===== config.mk =====
export PLATFORM = sky130hd
export DESIGN_NAME = ptw_walker
export DESIGN_NICKNAME = d
export VERILOG_FILES = /design/src/rtl/ptw_pkg.sv /design/src/rtl/ptw_entry_addr.sv /design/src/rtl/ptw_entry_check.sv /design/src/rtl/ptw_walker.sv
export SDC_FILE = /design/constraint.sdc
export NUM_CORES = 1
export LEC_CHECK = 0
export BUFFER_PORTS_ARGS = -buffer_cell sky130_fd_sc_hd__buf_2
export CORE_ASPECT_RATIO = 0.75
export CORE_MARGIN = 4
export CORE_UTILIZATION = 44
export CTS_CLUSTER_DIAMETER = 200
export DETAILED_ROUTE_END_ITERATION = 8
export HOLD_SLACK_MARGIN = 0.02
export PLACE_DENSITY = 0.87
export SLEW_MARGIN = 40
export SYNTH_ARGS = -nofsm -noshare
export SYNTH_HDL_FRONTEND = slang
export SYNTH_SLANG_ARGS = --single-unit

===== constraint.sdc =====
create_clock -name clk -period 1.8 [get_ports clk]
set_input_delay 0.54 -clock clk [delete_from_list [all_inputs] [get_ports clk]]
set_output_delay 0.54 -clock clk [all_outputs]
set_load 0.01 [all_outputs]

===== src/rtl/ptw_pkg.sv =====
package ptw_pkg;
  typedef enum logic [1:0] {
    FLT_NONE   = 2'd0,
    FLT_ABSENT = 2'd1,
    FLT_PERM   = 2'd2
  } fault_t;

  localparam int BIT_VALID    = 0;
  localparam int BIT_WRITABLE = 1;
  localparam int BIT_USER     = 2;
  localparam int BIT_LARGE    = 7;
endpackage


===== src/rtl/ptw_entry_addr.sv =====
module ptw_entry_addr #(
  parameter int ADDR_W = 32,
  parameter int OFF_W  = 12,
  parameter int IDX_W  = 10
) (
  input  logic [ADDR_W-OFF_W-1:0] base_pfn,
  input  logic [IDX_W-1:0]        index,
  output logic [ADDR_W-1:0]       word_addr
);
  localparam int PAD_W = ADDR_W - (ADDR_W - OFF_W) - IDX_W;

  // table is one frame of 2**IDX_W words; the low bits select the byte within a word
  assign word_addr = {base_pfn, index, {PAD_W{1'b0}}};
endmodule


===== src/rtl/ptw_entry_check.sv =====
module ptw_entry_check
  import ptw_pkg::*;
(
  input  logic   valid_bit,
  input  logic   writable_bit,
  input  logic   user_bit,
  input  logic   is_write,
  input  logic   is_user,
  output fault_t verdict
);
  always_comb begin
    if (!valid_bit)
      verdict = FLT_ABSENT;
    else if ((is_write && !writable_bit) || (is_user && !user_bit))
      verdict = FLT_PERM;
    else
      verdict = FLT_NONE;
  end
endmodule


===== src/rtl/ptw_walker.sv =====
module ptw_walker
  import ptw_pkg::*;
#(
  parameter int ADDR_W = 32,
  parameter int OFF_W  = 12,
  parameter int IDX_W  = 10
) (
  input  logic              clk,
  input  logic              rst,
  input  logic              req_valid,
  output logic              req_ready,
  input  logic [ADDR_W-1:0] req_vaddr,
  input  logic              req_write,
  input  logic              req_user,
  input  logic [ADDR_W-1:0] root_base,
  output logic              mem_req_valid,
  input  logic              mem_req_ready,
  output logic [ADDR_W-1:0] mem_req_addr,
  input  logic              mem_rsp_valid,
  input  logic [ADDR_W-1:0] mem_rsp_data,
  output logic              done,
  output logic [ADDR_W-1:0] done_paddr,
  output logic [1:0]        done_fault
);
  localparam int PFN_W  = ADDR_W - OFF_W;
  localparam int TBL_LO = OFF_W;
  localparam int DIR_LO = OFF_W + IDX_W;

  typedef enum logic [2:0] {
    S_IDLE, S_DIR_RQ, S_DIR_WT, S_TBL_RQ, S_TBL_WT
  } state_t;

  state_t            state;
  logic [ADDR_W-1:0] va_q;
  logic              wr_q, us_q;
  logic [PFN_W-1:0]  root_q;
  logic [PFN_W-1:0]  dir_pfn_q;

  logic [PFN_W-1:0]  sel_pfn;
  logic [IDX_W-1:0]  sel_idx;
  fault_t            verdict;
  logic              unused_flags;

  assign req_ready     = (state == S_IDLE);
  assign mem_req_valid = (state == S_DIR_RQ) || (state == S_TBL_RQ);

  always_comb begin
    if (state == S_TBL_RQ) begin
      sel_pfn = dir_pfn_q;
      sel_idx = va_q[DIR_LO-1:TBL_LO];
    end else begin
      sel_pfn = root_q;
      sel_idx = va_q[ADDR_W-1:DIR_LO];
    end
  end

  ptw_entry_addr #(.ADDR_W(ADDR_W), .OFF_W(OFF_W), .IDX_W(IDX_W)) addr_i (
    .base_pfn (sel_pfn),
    .index    (sel_idx),
    .word_addr(mem_req_addr)
  );

  ptw_entry_check chk_i (
    .valid_bit   (mem_rsp_data[BIT_VALID]),
    .writable_bit(mem_rsp_data[BIT_WRITABLE]),
    .user_bit    (mem_rsp_data[BIT_USER]),
    .is_write    (wr_q),
    .is_user     (us_q),
    .verdict     (verdict)
  );

  assign unused_flags = ^{mem_rsp_data[OFF_W-1:BIT_LARGE+1],
                          mem_rsp_data[BIT_LARGE-1:BIT_USER+1]};

  always_ff @(posedge clk) begin
    if (rst) begin
      state      <= S_IDLE;
      va_q       <= '0;
      wr_q       <= 1'b0;
      us_q       <= 1'b0;
      root_q     <= '0;
      dir_pfn_q  <= '0;
      done       <= 1'b0;
      done_paddr <= '0;
      done_fault <= FLT_NONE;
    end else begin
      done <= 1'b0;
      case (state)
        S_IDLE: begin
          if (req_valid) begin
            va_q   <= req_vaddr;
            wr_q   <= req_write;
            us_q   <= req_user;
            root_q <= root_base[ADDR_W-1:OFF_W];
            state  <= S_DIR_RQ;
          end
        end
        S_DIR_RQ: if (mem_req_ready) state <= S_DIR_WT;
        S_DIR_WT: begin
          if (mem_rsp_valid) begin
            if (verdict != FLT_NONE) begin
              done       <= 1'b1;
              done_fault <= verdict;
              done_paddr <= '0;
              state      <= S_IDLE;
            end else if (mem_rsp_data[BIT_LARGE]) begin
              done       <= 1'b1;
              done_fault <= FLT_NONE;
              done_paddr <= {mem_rsp_data[ADDR_W-1:DIR_LO], va_q[DIR_LO-1:0]};
              state      <= S_IDLE;
            end else begin
              dir_pfn_q <= mem_rsp_data[ADDR_W-1:OFF_W];
              state     <= S_TBL_RQ;
            end
          end
        end
        S_TBL_RQ: if (mem_req_ready) state <= S_TBL_WT;
        S_TBL_WT: begin
          if (mem_rsp_valid) begin
            done       <= 1'b1;
            done_fault <= verdict;
            done_paddr <= (verdict == FLT_NONE) ?
                          {mem_rsp_data[ADDR_W-1:OFF_W], va_q[OFF_W-1:0]} : '0;
            state      <= S_IDLE;
          end
        end
        default: state <= S_IDLE;
      endcase
    end
  end
endmodule


# == Yosys cells after proc, flatten, opt, wreduce, memory -nomap -nowiden ==
# Cells that the tools add are included.
# classes
n_eq_ne,10
n_mux,28
n_bitwise,2
n_reduce_logical,14
# op_table
cell,n
$mux W32,5
$pmux W32 S2,1
$mux W20,1
$mux W2,8
$mux W3,5
$pmux W3 S5,1
$mux W10,1
$ne A2 B2 Y1 const B,5
$reduce_and A4 Y1,2
$eq A3 B2 Y1 const B,2
$reduce_and A5 Y1,1
$mux W1,4
$pmux W2 S2,1
$reduce_bool A2 Y1,2
$eq A3 B1 Y1 const B,1
$eq A3 B3 Y1 const B,1
$logic_not A3 Y1,1
$ne A3 B3 Y1 const B,1
$logic_and A1 B1 Y1,2
$logic_not A1 Y1,2
$logic_not A2 Y1,1
$logic_or A1 B1 Y1,2
$not A1 Y1,2
$pmux W1 S2,1
$reduce_and A2 Y1,1
# totals
register_bits,112
in_bits,103
output_inout_bits,69
word_cells,63

# == Longest topological paths before layout ==
# Gate-level depths: netlist of run 1.
# logic_depth
word_depth,9
depth_mapped,6
mapped_depth_nobuf,4

# == Modules after synthesis ==
# Synthesis of run 1 repeated with hierarchy kept, for this count alone.
# unflattened
cells_unflattened,591
hier_area_um2,5114.9
# by_module_without_submodules
module,instances,cells_each,area_each_um2,seq_area_each_um2
ptw_walker,1,554,4845.9,2242.2
ptw_entry_addr,1,33,244.0,0.0
ptw_entry_check,1,4,25.0,0.0

# == Least setup slack after synthesis of run 1 ==
# OpenSTA, ideal clock, no wires.
# synth_path
kind,register -> output
start,reg state[1]
end,out mem_req_addr[11]
arrival_time_ns,1.260
required_time_ns,1.260
slack_ns,0.000
path_stages_with_launch,6
path_buffers,2
path_cell_list,dfxtp_1 > buf_4 > nor2b_4 > nand2_1 > buf_2 > mux2_1
# synth_via
elab_chain_len,2
# synth_lines
element,line,text
"start, declared",ptw_walker.sv:33,state_t state;
"start signal, assigned",ptw_walker.sv:77,state <= S_IDLE;
"start signal, assigned",ptw_walker.sv:95,state <= S_DIR_RQ;
"start signal, assigned",ptw_walker.sv:98,S_DIR_RQ: if (mem_req_ready) state <= S_DIR_WT;
$eq A3 B2 Y1,ptw_walker.sv:48,if (state == S_TBL_RQ) begin
$mux W10,ptw_walker.sv:48,
"end, declared",ptw_walker.sv:18,"output logic [ADDR_W-1:0] mem_req_addr,"
# Every way passes these cells.

# == Worst setup path in the final report of run 1 ==
# layout_path
start,reg state[1]
end,out mem_req_addr[13]
# layout_via
elab_chain_len,2
# layout_lines
element,line
$eq A3 B2 Y1,ptw_walker.sv:48
$mux W20,ptw_walker.sv:48
# Every way passes these cells.

==> summary.txt, run 1 <==
Run status
  • Status: finished with violations
  • Failing checks: negative setup slack

Clock tree
  • CTS root buffer: clkbuf_16
  • TritonCTS Buffers: 9
  • Clock buffer depth: 2
  • CTS tree: built
  • Hold Buf Count CTS: 0
  • Worst skew pair latency: 0.34 ns
  • H-tree levels: 3
  • CTS Sinks: 112
  • Clock slew at reported path FFs: 0.08 ns
  • # Post-CTS Setup Buffers: 0

Logic synthesis
  • Distinct cells, synth: 37
  • Sequential area share after synthesis: 48.9%
  • Top-area cell type share of the netlist area: 48.9%
  • Yosys Warn Count: 0
  • Most frequent cell after synthesis: nand2_1
  • Number of enable flip-flop cells after synthesis: 0
  • Synth area leader: dfxtp_1
  • Most frequent cells after synthesis: 163 x nand2_1, 112 x dfxtp_1, 75 x a21oi_1, 31 x mux2_1, 23 x mux2i_1
  • Number of synthesized register bits: 112
  • Synthesized area: 0.00458 sq mm
  • Ys flop type: dfxtp_1
  • Top cells by area, synth: dfxtp_1 49%, nand2_1 13%, a21oi_1 8.2%, mux2_1 7.6%, mux2i_1 5.0%
  • Avg Inst Size Synth: 8.83 sq um
  • Synth Instances: 519
  • Synth async-reset ratio: 0%

GRT
  • Initial antenna violation count: 0
  • Overflow after GRT: 0
  • Largest net degree at the start of global routing: 96
  • Global-route usage over all layers: 20.7%
  • First-pass GRT wire length: 20,100 um
  • Number of global-route vias before repair: 4,101

Die
  • Die X: 126 um
  • Ports: 172
  • Starting Density: 46.3%
  • DIE AREA: 0.0121 sq mm
  • Height of the die: 96.4 um
  • Core area: 0.00989 sq mm
  • Row count: 31

Routing
  • Drt total wl: 12,700 um
  • Detailed Route Iter0 Violations: 262
  • Via count: 4,143
  • DR pass1 iterations: 4
  • Post-DRT Antenna Nets: 0
  • Vias/cell: 5.18
  • # DRC: 0
  • Drt wl/cell: 15.9 um

Setup path
  • Worst Path Class, Setup: reg -> out
  • Worst setup EP type: output port
  • CP max FO: 18
  • CP Data Required Time: 1.26 ns
  • Reg-to-reg critical path startpoint: state[2]$_SDFFE_PP0P_
  • CP Launch Type: flip-flop
  • Data arrival time of the critical path: 1.56 ns
  • Critical path launch point: state[1]$_SDFFE_PP0P_

Placed design
  • Port bufs: 149
  • GPL Wtd Cong: 0.895
  • Dpl hpwl: 9130 um
  • Place WS: -0.0151 ns

Job
  • Max-Cap Viols: 0

Timing
  • F_max: 477 MHz
  • Final hold vios: 0
  • Final period util: 116%
  • Slew Viols, Final: 0
  • Setup violations, final: 30
  • RSZ-0062 raised after global routing: yes
  • Final WS setup: -0.295 ns
  • Clk_skew: 0.00770 ns
  • Tmin final: 2.10 ns

Worst hold path
  • Min-delay worst type: in -> reg
  • Worst Hold Launch: req_vaddr[10]

Final layout
  • Share of layout cells above drive strength 1: 31.9%
  • Area growth from synthesis to layout: 31.0%
  • Fill count: 860
  • Number of diodes: 0
  • Fin nets: 766
  • Final core utilization: 60.7%

Power
  • VDD IR max: 0.487 mV
  • Pwr/cell area: 873 mW/mm^2
  • Leakage: 2.72 nW
==> final timing paths <==
check                                 to  slack (ns)  depth (start not counted)
max                     mem_req_addr[13]       -0.30                          5
min                va_q[10]$_SDFFE_PP0P_        0.43                          3
max reg2reg  done_paddr[25]$_SDFFE_PP0P_        0.20                          5
min reg2reg      root_q[14]$_SDFFE_PP0P_        0.45                          2
==> stage by stage <==
stage               setup TNS [ns]  power (mW)  instance area (sq um)  cells  hold WS (ns)
floorplan                 -0.00833        3.02                   4590    520         0.432
global placement           -0.0347        3.28                   5560    784         0.439
detailed placement         -0.0808        3.30                   5560    784         0.442
CTS                          -8.80        5.28                   5990    800         0.414
global route                -10.27        5.45                   6000    800         0.419
finish                       -8.06        5.24                   6000    800         0.426
==> registers in the layout (all words and copies together), names as in the netlist <==
name and cells:
done 1, wr_q 1, us_q 1, state 3, dir_pfn_q 20, root_q 20, done_paddr 32, done_fault 2
va_q 32
==> repair_timing <==
item,CTS,global route
gates resized for setup,28,4
setup endpoints to repair,31,32
gates cloned,0,0
==> layout make-up <==
| cell class | count | area (sq um) | area share, % |
|---|---|---|---|
| Sequential cell | 112 | 2240 | 37.4 |
| Multi-Input combinational cell | 369 | 2210 | 36.9 |
| Timing Repair Buffer | 170 | 1080 | 18.0 |
| Clock buffer | 10 | 239 | 3.98 |
| Tap cell | 132 | 165 | 2.75 |
| Clock inverter | 6 | 55.1 | 0.917 |
| Inverter | 1 | 3.75 | 0.0625 |
==> kinds of logic after synthesis <==
family | share of synthesized area (%)
AO/OA/AOI/OAI | 13.3
buffers and inverters | 4.40
other | 0.0818
multiplexers | 12.9
flip-flops | 48.9
AND/OR/NAND/NOR | 20.4
==> placed cells by master (no fill, tap or decap), drive strengths merged <==
| master | synthesis | final |
|---|---|---|
| dfxtp | 112 | 112 |
| a31oi | 1 | 1 |
| o2bb2ai | 10 | 10 |
| conb | 1 | 2 |
| nand2b | 18 | 18 |
| inv | 1 | 5 |
| mux2i | 23 | 23 |
| mux2 | 32 | 32 |
| and4 | 1 | 1 |
| and3 | 2 | 2 |
| buf | 24 | 170 |
| and3b | 1 | 1 |
| a32oi | 1 | 1 |
| nand2 | 164 | 164 |
| o31ai | 1 | 1 |
| clkinv | 0 | 2 |
| a21oi | 75 | 75 |
| and4b | 1 | 1 |
| o32ai | 1 | 1 |
| nand4 | 3 | 3 |
| a21o | 1 | 1 |
| nand3b | 1 | 1 |
| nor3 | 3 | 3 |
| nor2b | 10 | 10 |
| nor2 | 4 | 4 |
| a22o | 10 | 10 |
| nand3 | 1 | 1 |
| clkbuf | 14 | 10 |
| o21ai | 1 | 1 |
| o21a | 2 | 2 |
==> where the power goes <==
part	switching, mW	total, mW	leakage (nW)	internal, mW
Sequential	0.0540	2.62	0.911	2.57
Combinational	0.361	0.677	1.66	0.316
Clock	0.934	1.94	0.146	1.01
==> critical path, stage by stage (launching register included) <==
cell     delay (ns)
dfxtp_2        0.33
nor2b_4        0.16
nand2_4        0.08
buf_12         0.16
mux2_1         0.33
buf_2          0.14
==> per-layer routing <==
layer | GRT usage (%) | share of wire (%) | vias to the layer above
met4 | 7.59 | 1.6 | 0
li1 | - | - | 2027
met2 | 35.4 | 47 | 141
met3 | 5.38 | 6.3 | 14
met5 | 0 | 0 | -
met1 | 25.5 | 45 | 1961
Note: power is estimated with default switching activity, not from simulation.
==> run 2: changes to the inputs <==
Settings changed: CAP_MARGIN from default to 20, CORE_UTILIZATION 44 to 35, PLACE_DENSITY 0.87 to 0.72, SYNTH_HIERARCHICAL from default to 1.
==> run 2 against run 1 <==
Net effect: the flow still finishes with violations (negative setup slack); first-iteration DRC count rose by 13%; power rose by 31%; critical path depth fell by 1; cell area rose by 5.9%; highest routed layer unchanged.
==> summary.txt, run 2 <==
Timing
  • Rel. slew slack: 58.8%
  • Tmin final: 2.11 ns
  • Setup violations, final: 30
  • Slew @ Worst Pin: 0.618 ns
  • RSZ-0062 raised after global routing: yes
  • Final period util: 117%
  • Final hold vios: 0
  • Clk_skew: 0.00912 ns
  • Slew Viols, Final: 0
  • Final WS setup: -0.315 ns
  • F_max: 473 MHz
  • Worst hold slack: 0.428 ns

Clock tree
  • CTS tree: built
  • TritonCTS Buffers: 9
  • H-tree levels: 3
  • CTS Sinks: 112
  • Worst skew pair latency: 0.34 ns
  • Clock slew at reported path FFs: 0.07 ns
  • Clock buffer depth: 2
  • CTS root buffer: clkbuf_16

Routing
  • Vias/cell: 5.03
  • DR pass1 iterations: 4
  • Detailed Route Iter0 Violations: 297
  • Drt wl/cell: 16.1 um
  • Via count: 4,570
  • Post-DRT Antenna Nets: 0
  • # DRC: 0
  • Drt total wl: 14,700 um

Logic synthesis
  • Synth Instances: 591
  • Sequential area share after synthesis: 43.8%
  • Top cells by area, synth: dfxtp_1 44%, nand2_1 12%, mux2i_1 6.5%, a21oi_1 5.7%, buf_4 5.4%
  • Number of synthesized register bits: 112
  • Most frequent cell after synthesis: nand2_1
  • Most frequent cells after synthesis: 162 x nand2_1, 112 x dfxtp_1, 58 x a21oi_1, 37 x buf_4, 33 x mux2i_1
  • Ys flop type: dfxtp_1
  • Synth async-reset ratio: 0%
  • Top-area cell type share of the netlist area: 43.8%
  • Number of enable flip-flop cells after synthesis: 0
  • Synth area leader: dfxtp_1
  • Avg Inst Size Synth: 8.65 sq um
  • Yosys Warn Count: 6
  • Distinct cells, synth: 40
  • Synthesized area: 0.00511 sq mm

Run status
  • Failing checks: negative setup slack
  • Status: finished with violations

Setup path
  • CP max FO: 21
  • Worst reg2reg path endpoint: dir_pfn_q[18]$_SDFFE_PP0P_
  • WP buf/inv: 2
  • Worst Path Class, Setup: reg -> out
  • CP delay by family, top: multiplexers
  • Reg-to-reg critical path startpoint: state[1]$_SDFFE_PP0P_
  • Register-to-register setup slack: 0.11 ns
  • Critical path launch point: state[2]$_SDFFE_PP0P_
  • CP max stage cell: mux2_2
  • CP endpoint: mem_req_addr[10]
  • Data arrival time of the critical path: 1.57 ns
  • CP Launch Type: flip-flop
  • CP Data Required Time: 1.26 ns
  • CP peak stage delay: 0.36 ns
  • Crit-path cells: nand3b_1 > buf_12 > mux2_2 > buf_2
  • Worst-case reg-to-reg path depth: 5
  • Crit. path cell count: 4
  • Worst setup EP type: output port

Placed design
  • GPL Wtd Cong: 0.828
  • Port bufs: 149
  • Dpl hpwl: 10,400 um
  • Place WS: -0.211 ns

Worst hold path
  • Min-delay worst type: in -> reg
  • Worst Hold Launch: req_vaddr[27]

Final layout
  • Area growth from synthesis to layout: 24.3%
  • Number of diodes: 0
  • Fill count: 1,414
  • Share of layout cells above drive strength 1: 33.1%
  • Most common cell after layout, fill and taps aside: nand2_1
  • Fin nets: 813
  • Commonest cells after routing, fill and taps aside: 162 x nand2_1, 149 x buf_2, 111 x dfxtp_1, 58 x a21oi_1, 33 x mux2i_1
  • Top Registers: done_paddr x32, va_q x32

GRT
  • Overflow after GRT: 0
  • Number of global-route vias before repair: 4,304
  • Initial antenna violation count: 0
  • Global-route usage over all layers: 16.9%
  • Largest net degree at the start of global routing: 53
  • First-pass GRT wire length: 22,700 um

Die
  • Die X: 148 um
  • Ports: 172
  • Core area: 0.0140 sq mm
  • Height of the die: 113 um
  • Starting Density: 36.5%
  • Row count: 37
  • DIE AREA: 0.0166 sq mm

Power
  • Pwr Total: 6.87 mW
  • Leakage: 2.70 nW
  • VDD IR max: 0.426 mV
  • Pwr/cell area: 1080 mW/mm^2

Job
  • Max-Cap Viols: 0
==> run 2: cell type report <==
| type | count | area [sq um] | share of cell area, % |
|---|---|---|---|
| inverters | 13 | 52.6 | 0.827 |
| clock inverters | 4 | 47.5 | 0.748 |
| repair buffers | 189 | 1170 | 18.4 |
| clock buffers | 11 | 233 | 3.66 |
| flip-flops and latches | 112 | 2250 | 35.3 |
| well taps | 195 | 244 | 3.84 |
| multi-input cells | 385 | 2360 | 37.2 |
==> run 2: repair_timing <==
action,CTS,global route
gates cloned,1,1
resized for setup,4,6
setup endpoints to repair,31,50
hold buffers,0,0
setup buffers,1,0
==> run 2: worst min-delay path by stage <==
stage                                             to  depth (start not counted)
final                          va_q[27]$_SDFFE_PP0P_                          3
after global routing            va_q[4]$_SDFFE_PP0P_                          3
after CTS                      va_q[30]$_SDFFE_PP0P_                          3
after detailed placement       va_q[22]$_SDFFE_PP0P_                          2
after global placement       root_q[17]$_SDFFE_PP0P_                          2
after floorplan           dir_pfn_q[10]$_SDFFE_PP0P_                          2
==> run 2: worst register-to-register path, stage by stage, from the launching register on <==
cell	delay, ns
dfxtp_1	0.33
buf_4	0.21
nor4b_4	0.41
and3_1	0.30
buf_12	0.16
mux2i_1	0.21
==> run 2: metal layers <==
| layer | track usage, % | vias up | wire, um |
|---|---|---|---|
| met5 | 0 | - | 0 |
| met4 | 3.41 | 0 | 95 |
| met3 | 4.24 | 10 | 1020 |
| met2 | 25.2 | 158 | 6160 |
| met1 | 24.7 | 2145 | 7400 |
| li1 | - | 2257 | - |
==> run 2: kinds of logic (layout without fill, tap and decap cells) <==
| logic type | Yosys count | in the layout | share of synthesized area (%) |
|---|---|---|---|
| XOR/XNOR | 2 | 2 | 0.489 |
| multiplexers | 52 | 52 | 10.6 |
| buffers and inverters | 95 | 217 | 11.1 |
| flip-flops | 112 | 112 | 43.8 |
| AO/OA/AOI/OAI | 138 | 138 | 17.7 |
| other | 1 | 2 | 0.0733 |
| AND/OR/NAND/NOR | 191 | 191 | 16.2 |
==> run 2: per-stage QoR <==
| stage | utilization [%] | area, sq um | instances | setup TNS [ns] |
|---|---|---|---|---|
| floorplan | - | 5140 | 592 | -1.12 |
| global placement | 42.6 | 5980 | 891 | -8.81 |
| detailed placement | 42.7 | 5990 | 891 | -10.23 |
| CTS | 45.0 | 6310 | 908 | -9.03 |
| global route | 45.3 | 6360 | 909 | -11.09 |
| finish | 45.3 | 6360 | 909 | -8.53 |
==> run 2: power breakdown <==
group / internal, mW / switching, mW
clock: 1.07 / 0.865
combinational: 0.870 / 1.21
sequential: 2.72 / 0.135
